## src/rtl/hma_pkg.sv

```systemverilog
package hma_pkg;

    typedef enum logic [1:0] {
        HS_IDLE,
        HS_RDWAIT,
        HS_WRWAIT,
        HS_HOLD
    } host_st_e;

    typedef enum logic [1:0] {
        BS_IDLE,
        BS_CTRL,
        BS_POST,
        BS_HREAD
    } bus_st_e;

endpackage

```

## src/rtl/hma_strobe_dec.sv

```systemverilog
module hma_strobe_dec (
    input  logic memrd,
    input  logic memwr,
    input  logic iord,
    input  logic iowr,
    output logic cmd_rd,
    output logic cmd_wr,
    output logic cmd_io,
    output logic cmd_any
);
    localparam int NSTB = 4;

    logic [NSTB-1:0] stb;
    logic            single;

    always_comb begin
        stb     = {memrd, memwr, iord, iowr};
        single  = ($countones(stb) == 1);
        cmd_rd  = single && (memrd || iord);
        cmd_wr  = single && (memwr || iowr);
        cmd_io  = iord || iowr;
        cmd_any = |stb;
    end
endmodule

```

## src/rtl/hma_post_buf.sv

```systemverilog
module hma_post_buf #(
    parameter int AW = 16,
    parameter int DW = 16
) (
    input  logic          clk,
    input  logic          rst_n,
    input  logic          load,
    input  logic          drain,
    input  logic [AW-1:0] in_addr,
    input  logic [DW-1:0] in_data,
    input  logic          in_io,
    output logic          vld,
    output logic [AW-1:0] q_addr,
    output logic [DW-1:0] q_data,
    output logic          q_io
);
    always_ff @(posedge clk) begin
        if (!rst_n) begin
            vld    <= 1'b0;
            q_addr <= '0;
            q_data <= '0;
            q_io   <= 1'b0;
        end else if (load) begin
            vld    <= 1'b1;
            q_addr <= in_addr;
            q_data <= in_data;
            q_io   <= in_io;
        end else if (drain) begin
            vld    <= 1'b0;
        end
    end
endmodule

```

## src/rtl/hma_wait_ctr.sv

```systemverilog
module hma_wait_ctr #(
    parameter int WSW = 2
) (
    input  logic           clk,
    input  logic           rst_n,
    input  logic           start,
    input  logic [WSW-1:0] start_val,
    output logic           zero
);
    logic [WSW-1:0] cnt_q;

    always_ff @(posedge clk) begin
        if (!rst_n) begin
            cnt_q <= '0;
        end else if (start) begin
            cnt_q <= start_val;
        end else if (cnt_q != '0) begin
            cnt_q <= cnt_q - 1'b1;
        end
    end

    assign zero = (cnt_q == '0);
endmodule

```

## src/rtl/hma_grant.sv

```systemverilog
module hma_grant (
    input  logic en,
    input  logic c_req,
    input  logic post_pend,
    input  logic rd_pend,
    input  logic last_host,
    output logic g_ctrl,
    output logic g_post,
    output logic g_read
);
    logic host_want;
    logic pick_host;

    always_comb begin
        host_want = post_pend || rd_pend;
        pick_host = host_want && (!c_req || !last_host);
        g_ctrl    = en && c_req && !pick_host;
        g_post    = en && pick_host && post_pend;
        g_read    = en && pick_host && !post_pend;
    end
endmodule

```

## src/rtl/host_mem_arbiter.sv

```systemverilog
module host_mem_arbiter
    import hma_pkg::*;
#(
    parameter int AW  = 16,
    parameter int DW  = 16,
    parameter int WSW = 2
) (
    input  logic           clk,
    input  logic           rst_n,
    input  logic           h_memrd,
    input  logic           h_memwr,
    input  logic           h_iord,
    input  logic           h_iowr,
    input  logic [AW-1:0]  h_addr,
    input  logic [DW-1:0]  h_wdata,
    output logic [DW-1:0]  h_rdata,
    output logic           h_rdata_oe,
    output logic           h_ready,
    input  logic           c_req,
    input  logic           c_flash,
    input  logic [AW-1:0]  c_addr,
    output logic           c_gnt,
    input  logic [WSW-1:0] ws_flash,
    input  logic [WSW-1:0] ws_sram,
    output logic           lb_act,
    output logic           lb_we,
    output logic           lb_io,
    output logic           lb_flash,
    output logic [AW-1:0]  lb_addr,
    output logic [DW-1:0]  lb_wdata,
    input  logic [DW-1:0]  lb_rdata
);
    host_st_e hs_q, hs_d;
    bus_st_e  bs_q, bs_d;

    logic cmd_rd, cmd_wr, cmd_io, cmd_any;
    logic post_vld, post_io, post_load, post_drain;
    logic [AW-1:0] post_addr;
    logic [DW-1:0] post_data;
    logic g_ctrl, g_post, g_read, g_any;
    logic ctr_zero, acc_last, read_fin;
    logic [WSW-1:0] start_val;

    logic          rd_pend_q, rd_io_q, hold_rd_q, last_host_q, cfl_q;
    logic [AW-1:0] rd_addr_q, ca_q;
    logic [DW-1:0] rdata_q;

    hma_strobe_dec u_dec (
        .memrd   (h_memrd),
        .memwr   (h_memwr),
        .iord    (h_iord),
        .iowr    (h_iowr),
        .cmd_rd  (cmd_rd),
        .cmd_wr  (cmd_wr),
        .cmd_io  (cmd_io),
        .cmd_any (cmd_any)
    );

    hma_post_buf #(.AW(AW), .DW(DW)) u_pbuf (
        .clk     (clk),
        .rst_n   (rst_n),
        .load    (post_load),
        .drain   (post_drain),
        .in_addr (h_addr),
        .in_data (h_wdata),
        .in_io   (cmd_io),
        .vld     (post_vld),
        .q_addr  (post_addr),
        .q_data  (post_data),
        .q_io    (post_io)
    );

    hma_grant u_grant (
        .en        (bs_q == BS_IDLE),
        .c_req     (c_req),
        .post_pend (post_vld),
        .rd_pend   (rd_pend_q),
        .last_host (last_host_q),
        .g_ctrl    (g_ctrl),
        .g_post    (g_post),
        .g_read    (g_read)
    );

    assign g_any     = g_ctrl || g_post || g_read;
    assign start_val = (g_ctrl && c_flash) ? ws_flash : ws_sram;

    hma_wait_ctr #(.WSW(WSW)) u_wctr (
        .clk       (clk),
        .rst_n     (rst_n),
        .start     (g_any),
        .start_val (start_val),
        .zero      (ctr_zero)
    );

    assign acc_last   = (bs_q != BS_IDLE) && ctr_zero;
    assign post_drain = (bs_q == BS_POST) && acc_last;
    assign read_fin   = (bs_q == BS_HREAD) && acc_last;
    assign post_load  = !post_vld &&
                        (((hs_q == HS_IDLE) && cmd_wr) || (hs_q == HS_WRWAIT));

    // state registers
    always_ff @(posedge clk) begin
        if (!rst_n) begin
            hs_q <= HS_IDLE;
            bs_q <= BS_IDLE;
        end else begin
            hs_q <= hs_d;
            bs_q <= bs_d;
        end
    end

    // host-side next state
    always_comb begin
        hs_d = hs_q;
        unique case (hs_q)
            HS_IDLE: begin
                if (cmd_wr)      hs_d = post_vld ? HS_WRWAIT : HS_HOLD;
                else if (cmd_rd) hs_d = HS_RDWAIT;
            end
            HS_RDWAIT: if (read_fin)  hs_d = HS_HOLD;
            HS_WRWAIT: if (!post_vld) hs_d = HS_HOLD;
            HS_HOLD:   if (!cmd_any)  hs_d = HS_IDLE;
            default:   hs_d = HS_IDLE;
        endcase
    end

    // bus-side next state
    always_comb begin
        bs_d = bs_q;
        unique case (bs_q)
            BS_IDLE: begin
                if (g_post)      bs_d = BS_POST;
                else if (g_read) bs_d = BS_HREAD;
                else if (g_ctrl) bs_d = BS_CTRL;
            end
            BS_CTRL, BS_POST, BS_HREAD: if (ctr_zero) bs_d = BS_IDLE;
            default: bs_d = BS_IDLE;
        endcase
    end

    // datapath registers
    always_ff @(posedge clk) begin
        if (!rst_n) begin
            rd_pend_q   <= 1'b0;
            rd_io_q     <= 1'b0;
            rd_addr_q   <= '0;
            rdata_q     <= '0;
            hold_rd_q   <= 1'b0;
            last_host_q <= 1'b1;
            ca_q        <= '0;
            cfl_q       <= 1'b0;
        end else begin
            if ((hs_q == HS_IDLE) && cmd_rd) begin
                rd_pend_q <= 1'b1;
                rd_addr_q <= h_addr;
                rd_io_q   <= cmd_io;
            end else if (read_fin) begin
                rd_pend_q <= 1'b0;
            end
            if (read_fin) begin
                rdata_q   <= lb_rdata;
                hold_rd_q <= 1'b1;
            end else if (post_load) begin
                hold_rd_q <= 1'b0;
            end
            if (g_ctrl) begin
                last_host_q <= 1'b0;
                ca_q        <= c_addr;
                cfl_q       <= c_flash;
            end else if (g_post || g_read) begin
                last_host_q <= 1'b1;
            end
        end
    end

    // outputs
    always_comb begin
        h_ready    = (hs_q == HS_HOLD);
        h_rdata_oe = h_ready && hold_rd_q;
        h_rdata    = h_rdata_oe ? rdata_q : '0;
        c_gnt      = (bs_q == BS_CTRL);
        lb_act     = (bs_q != BS_IDLE);
        lb_we      = (bs_q == BS_POST);
        lb_flash   = c_gnt && cfl_q;
        lb_addr    = '0;
        lb_wdata   = '0;
        lb_io      = 1'b0;
        unique case (bs_q)
            BS_CTRL:  lb_addr = ca_q;
            BS_POST: begin
                lb_addr  = post_addr;
                lb_wdata = post_data;
                lb_io    = post_io;
            end
            BS_HREAD: begin
                lb_addr = rd_addr_q;
                lb_io   = rd_io_q;
            end
            default: ;
        endcase
    end
endmodule

```

## config.mk

```make
export PLATFORM = sky130hd
export DESIGN_NAME = host_mem_arbiter
export DESIGN_NICKNAME = d
export VERILOG_FILES = /design/src/rtl/hma_pkg.sv /design/src/rtl/hma_strobe_dec.sv /design/src/rtl/hma_post_buf.sv /design/src/rtl/hma_wait_ctr.sv /design/src/rtl/hma_grant.sv /design/src/rtl/host_mem_arbiter.sv
export SDC_FILE = /design/constraint.sdc
export NUM_CORES = 1
export LEC_CHECK = 0
export ABC_AREA = 1
export BUFFER_PORTS_ARGS = -buffer_cell sky130_fd_sc_hd__buf_2
export CAP_MARGIN = 20
export CORE_MARGIN = 2
export CORE_UTILIZATION = 55
export DETAILED_ROUTE_END_ITERATION = 6
export PLACE_DENSITY = 0.85
export RECOVER_POWER = 100
export SKIP_LAST_GASP = 1
export SLEW_MARGIN = 40
export SYNTH_ARGS = -nofsm -noshare
export SYNTH_HDL_FRONTEND = slang
export SYNTH_HIERARCHICAL = 1
export SYNTH_SLANG_ARGS = --single-unit
```

## constraint.sdc

```tcl
create_clock -name clk -period 8.5 [get_ports clk]
set_input_delay 1.7 -clock clk [delete_from_list [all_inputs] [get_ports clk]]
set_output_delay 1.7 -clock clk [all_outputs]
set_load 0.1 [all_outputs]
```

==> results.txt <==
After routing, the total negative slack on setup checks comes to 0 ps. The number of inserted filler cells in the final layout was 658; the worst-case reg-to-reg path depth was 8. Data on the critical path is required at its endpoint by 8760 ps. In the layout the commonest cells are sky130_fd_sc_hd__nor2_1, sky130_fd_sc_hd__dfxtp_1, sky130_fd_sc_hd__o21ai_0, sky130_fd_sc_hd__nand2_1, sky130_fd_sc_hd__buf_2.

Once placement completed, the tool counted placed cells totaling 805. The later pin in the worst-skew pair is clocked with a latency of 350 ps. In this run, post-CTS hold repair placed 0 buffers. In the routed layout, each cell is associated on average with a via count of 4.93.

For the number of global-route vias before repair, the log shows 3,740. The cell family contributing the most delay on the critical path is buffers and inverters. Cell with the largest stage delay on the worst path: sky130_fd_sc_hd__inv_1.

Timing would allow up to 203 MHz. The worst-case IR drop observed on VDD is 0.142 mV. The number of sinks on the clock net was 93; the power per standard cell area was 307 nW/µm². The multi-input combinational cells in the finished layout cover a total of 1890 µm². For the detailed-routing iteration count for the pre-antenna-repair pass, the log shows 5. In the global route stage, met3 resource usage came out at 6.22%. Summing every instance area after synthesis gives 4190 µm².

Dividing the detail-routed wire length by the instance count gives 12.3 µm. The sequential area share after synthesis is 44.5%. The core area is 7330 µm². The overall power came out at 1510 µW. Headroom to the max-slew limit came out at -92.7%. The floorplan step set the die height to 91.2 µm.

The worst path arrival time is 5200 ps, and the DRC marker count from the first detailed-route iteration is 219. Buffers placed on the I/O ports in this run total 130. The synthesized instance count is 604, and the number of register bits inferred by synthesis is 93.

The final number of max-transition violations came out at 90. The library cell used most frequently in the layout, excluding fill and tap cells, is sky130_fd_sc_hd__nor2_1. The worst register-to-register path begins at hs_q[0]. Wires add up to 10,100 µm.

The max-capacitance violation count was 1; the synthesized area per cell was 6.93 µm². Counting distinct cell types in the post-synthesis netlist gives 27. The met1 layer usage reported by global route is 29.9%, and the number of failing setup endpoints in the final timing report is 0. The start point of the critical path is h_memrd.

The area overhead of the layout relative to synthesis works out to 17.5%. The all-layer global routing usage came out at 24.3%. The critical path contains buffers and inverters numbering 6 combined. The tools report the total I/O pin count as 131. In the routed design, unresolved DRC markers number 0. Counting buffers and inverters, the worst setup path is 15 cells deep.

The detailed router placed 4,037 vias in this run. The tools report the endpoint of the worst register-to-register path as u_pbuf/q_data[2]. The checks that failed: max-capacitance violations, max-slew violations. The worst path needs 4940 ps of the cycle, external delays included.

The type of the worst setup path is input pin to flop. At the end of routability-driven placement, the weighted congestion stood at 0.795. The finished layout holds 819 standard cells, fillers aside. Gates resized during post-CTS repair numbered 0.

The longest clock path from root to sink contains 2 buffers. The kind of launch point of the worst setup path is an input pin. The total overflow left after global routing is 0. For the final database, setup skew stands at 7.46 ps. The floorplan has 31 rows. The cell occurring most often along the worst timing path is sky130_fd_sc_hd__inv_1. The run gives 0 as the hold violation count in the final report. The slew at the pin with the worst max-slew slack came out at 2890 ps. For this run, the slowest stage of the critical path takes 1060 ps. The initial core utilization came out at 57.1%. The signal on the critical path passes through buf_2 -> inv_1 -> fa_1 -> inv_1 -> ha_1 -> ha_1 -> inv_1 -> nand3_1 -> nor2_1 -> nand2_1 -> a21o_1 -> clkinv_1 -> inv_1 -> nor2_1 -> nor2_1.

The net count after synthesis was 690. The worst hold path belongs to the class flop to flop. In this run the worst path has a maximum fanout of 34.

From left edge to right edge, the die measures 91.2 µm. For the flip-flop and latch area, the log shows 1860 µm². The area enclosed by the die boundary was 8330 µm². TritonCTS built the clock tree. Yosys printed 6 warnings. Cells with a size suffix above 1 make up 14.6% of the layout.

For the diode insertion count for antenna repair, the log shows 0. The count of nets left with antenna violations once routing finished came out at 0. Total CTS buffers: 9.

The global routing stage identified its most utilized layer as met2. The run gives 0.00220 µW as the leakage power total. Entering global routing, the biggest net connects 90 pins.

For this run, the post-layout net count is 803. Setup repair after global routing left no endpoint under its margin. The tree is rooted in a sky130_fd_sc_hd__clkbuf_8.

Clock-pin slew was measured on the worst setup and hold paths at 80 ps. The capture point of the critical path is u_pbuf/q_data[2]. The number of antenna violations at the first check in global routing was 0; the period utilization was 58.1%.

After clock tree synthesis, the setup repair step added 0 buffers. On the final layout, the worst hold slack is 458 ps. The level count of the clock H-tree came out at 3. The kind of end point of the critical path was a flop. Setup slack on the worst reg-to-reg path comes out at 5550 ps. The run finished, with violations left.

Detailed placement ended at an HPWL of 7050 µm. The first global-routing pass estimated 16,500 µm of wire. For this run, global-route usage on met2 was measured as 41.2%.
==> layer usage <==
layer  share of wire (%)  routed length [µm]  up-vias
met3                 7.1                 721        9
met1                  44                4450     1797
met5                   0                   0        -
met2                  47                4790      129
li1                    -                   -     2102
met4                 1.3                 136        0
==> cell usage after synthesis <==
cell	n	area, µm²
sky130_fd_sc_hd__a21o_1	1	7.51
sky130_fd_sc_hd__a21oi_1	26	130
sky130_fd_sc_hd__a22o_1	1	8.76
sky130_fd_sc_hd__buf_2	6	30.0
sky130_fd_sc_hd__buf_4	2	15.0
sky130_fd_sc_hd__buf_6	5	56.3
sky130_fd_sc_hd__clkbuf_1	8	30.0
sky130_fd_sc_hd__clkbuf_2	4	20.0
sky130_fd_sc_hd__clkbuf_4	3	22.5
sky130_fd_sc_hd__dfxtp_1	93	1860
sky130_fd_sc_hd__fa_1	1	20.0
sky130_fd_sc_hd__ha_1	9	113
sky130_fd_sc_hd__inv_1	60	225
sky130_fd_sc_hd__inv_2	8	30.0
sky130_fd_sc_hd__mux2_2	2	22.5
sky130_fd_sc_hd__nand2_1	79	297
sky130_fd_sc_hd__nand2_2	2	12.5
sky130_fd_sc_hd__nand2_4	1	11.3
sky130_fd_sc_hd__nand3_1	19	95.1
sky130_fd_sc_hd__nand3_2	4	40.0
sky130_fd_sc_hd__nand4_1	1	6.26
sky130_fd_sc_hd__nor2_1	179	672
sky130_fd_sc_hd__nor2_4	1	11.3
sky130_fd_sc_hd__nor3b_1	1	7.51
sky130_fd_sc_hd__o21ai_0	86	430
sky130_fd_sc_hd__o21ai_1	1	5.00
sky130_fd_sc_hd__or2_0	1	6.26
==> through the flow <==
stage | cell area (µm²) | utilization [%] | worst slack (ps)
floorplan | 4190 | - | 3800
global placement | 4790 | 65.3 | 3630
detailed placement | 4790 | 65.4 | 3540
CTS | 4990 | 68.1 | 3900
global route | 4920 | 67.1 | 3220
finish | 4920 | 67.1 | 3560
==> worst min-delay path by stage <==
stage,from,end,slack (ps),depth (start not counted)
finish,rdata_q[7],rdata_q[7],460,2
floorplan,rdata_q[0],rdata_q[0],430,2
CTS,rdata_q[9],rdata_q[9],460,2
global placement,rdata_q[11],rdata_q[11],440,2
detailed placement,rdata_q[0],rdata_q[0],450,2
global route,rdata_q[7],rdata_q[7],470,2
==> state kept, by name, indices dropped and copies added (netlist names), 2 cells and up <==
signal	cells
ca_q	16
u_pbuf/q_data	16
u_pbuf/q_addr	16
bs_q	2
u_wctr/cnt_q	2
hs_q	2
rd_addr_q	16
rdata_q	16
==> logic make-up after synthesis <==
family / share of synthesized area, %
flops: 44.5
buf+inv: 10.3
simple gates: 27.7
compound gates: 13.9
mux: 0.538
fa+ha+maj: 3.17
==> area by class of cell <==
cell class / count / area share, %
clock buffer: 9 / 2.52
clock inverter: 5 / 1.58
inverter: 68 / 5.19
tap: 99 / 2.52
multi-input combinational: 415 / 38.5
sequential: 93 / 37.9
timing repair buffer: 130 / 11.8
==> where the power goes <==
part,internal [µW],switching [µW]
Combinational,140,432
Sequential,563,68.2
Clock,161,144
==> worst reg2reg max path: stages, from the launching register on <==
cell	delay (ps)
sky130_fd_sc_hd__dfxtp_1	370
sky130_fd_sc_hd__inv_1	100
sky130_fd_sc_hd__ha_1	260
sky130_fd_sc_hd__nand2_1	80
sky130_fd_sc_hd__a21o_1	130
sky130_fd_sc_hd__clkinv_1	580
sky130_fd_sc_hd__inv_1	1060
sky130_fd_sc_hd__nor2_1	120
sky130_fd_sc_hd__nor2_1	180
Power figures use the tool's default switching activity.
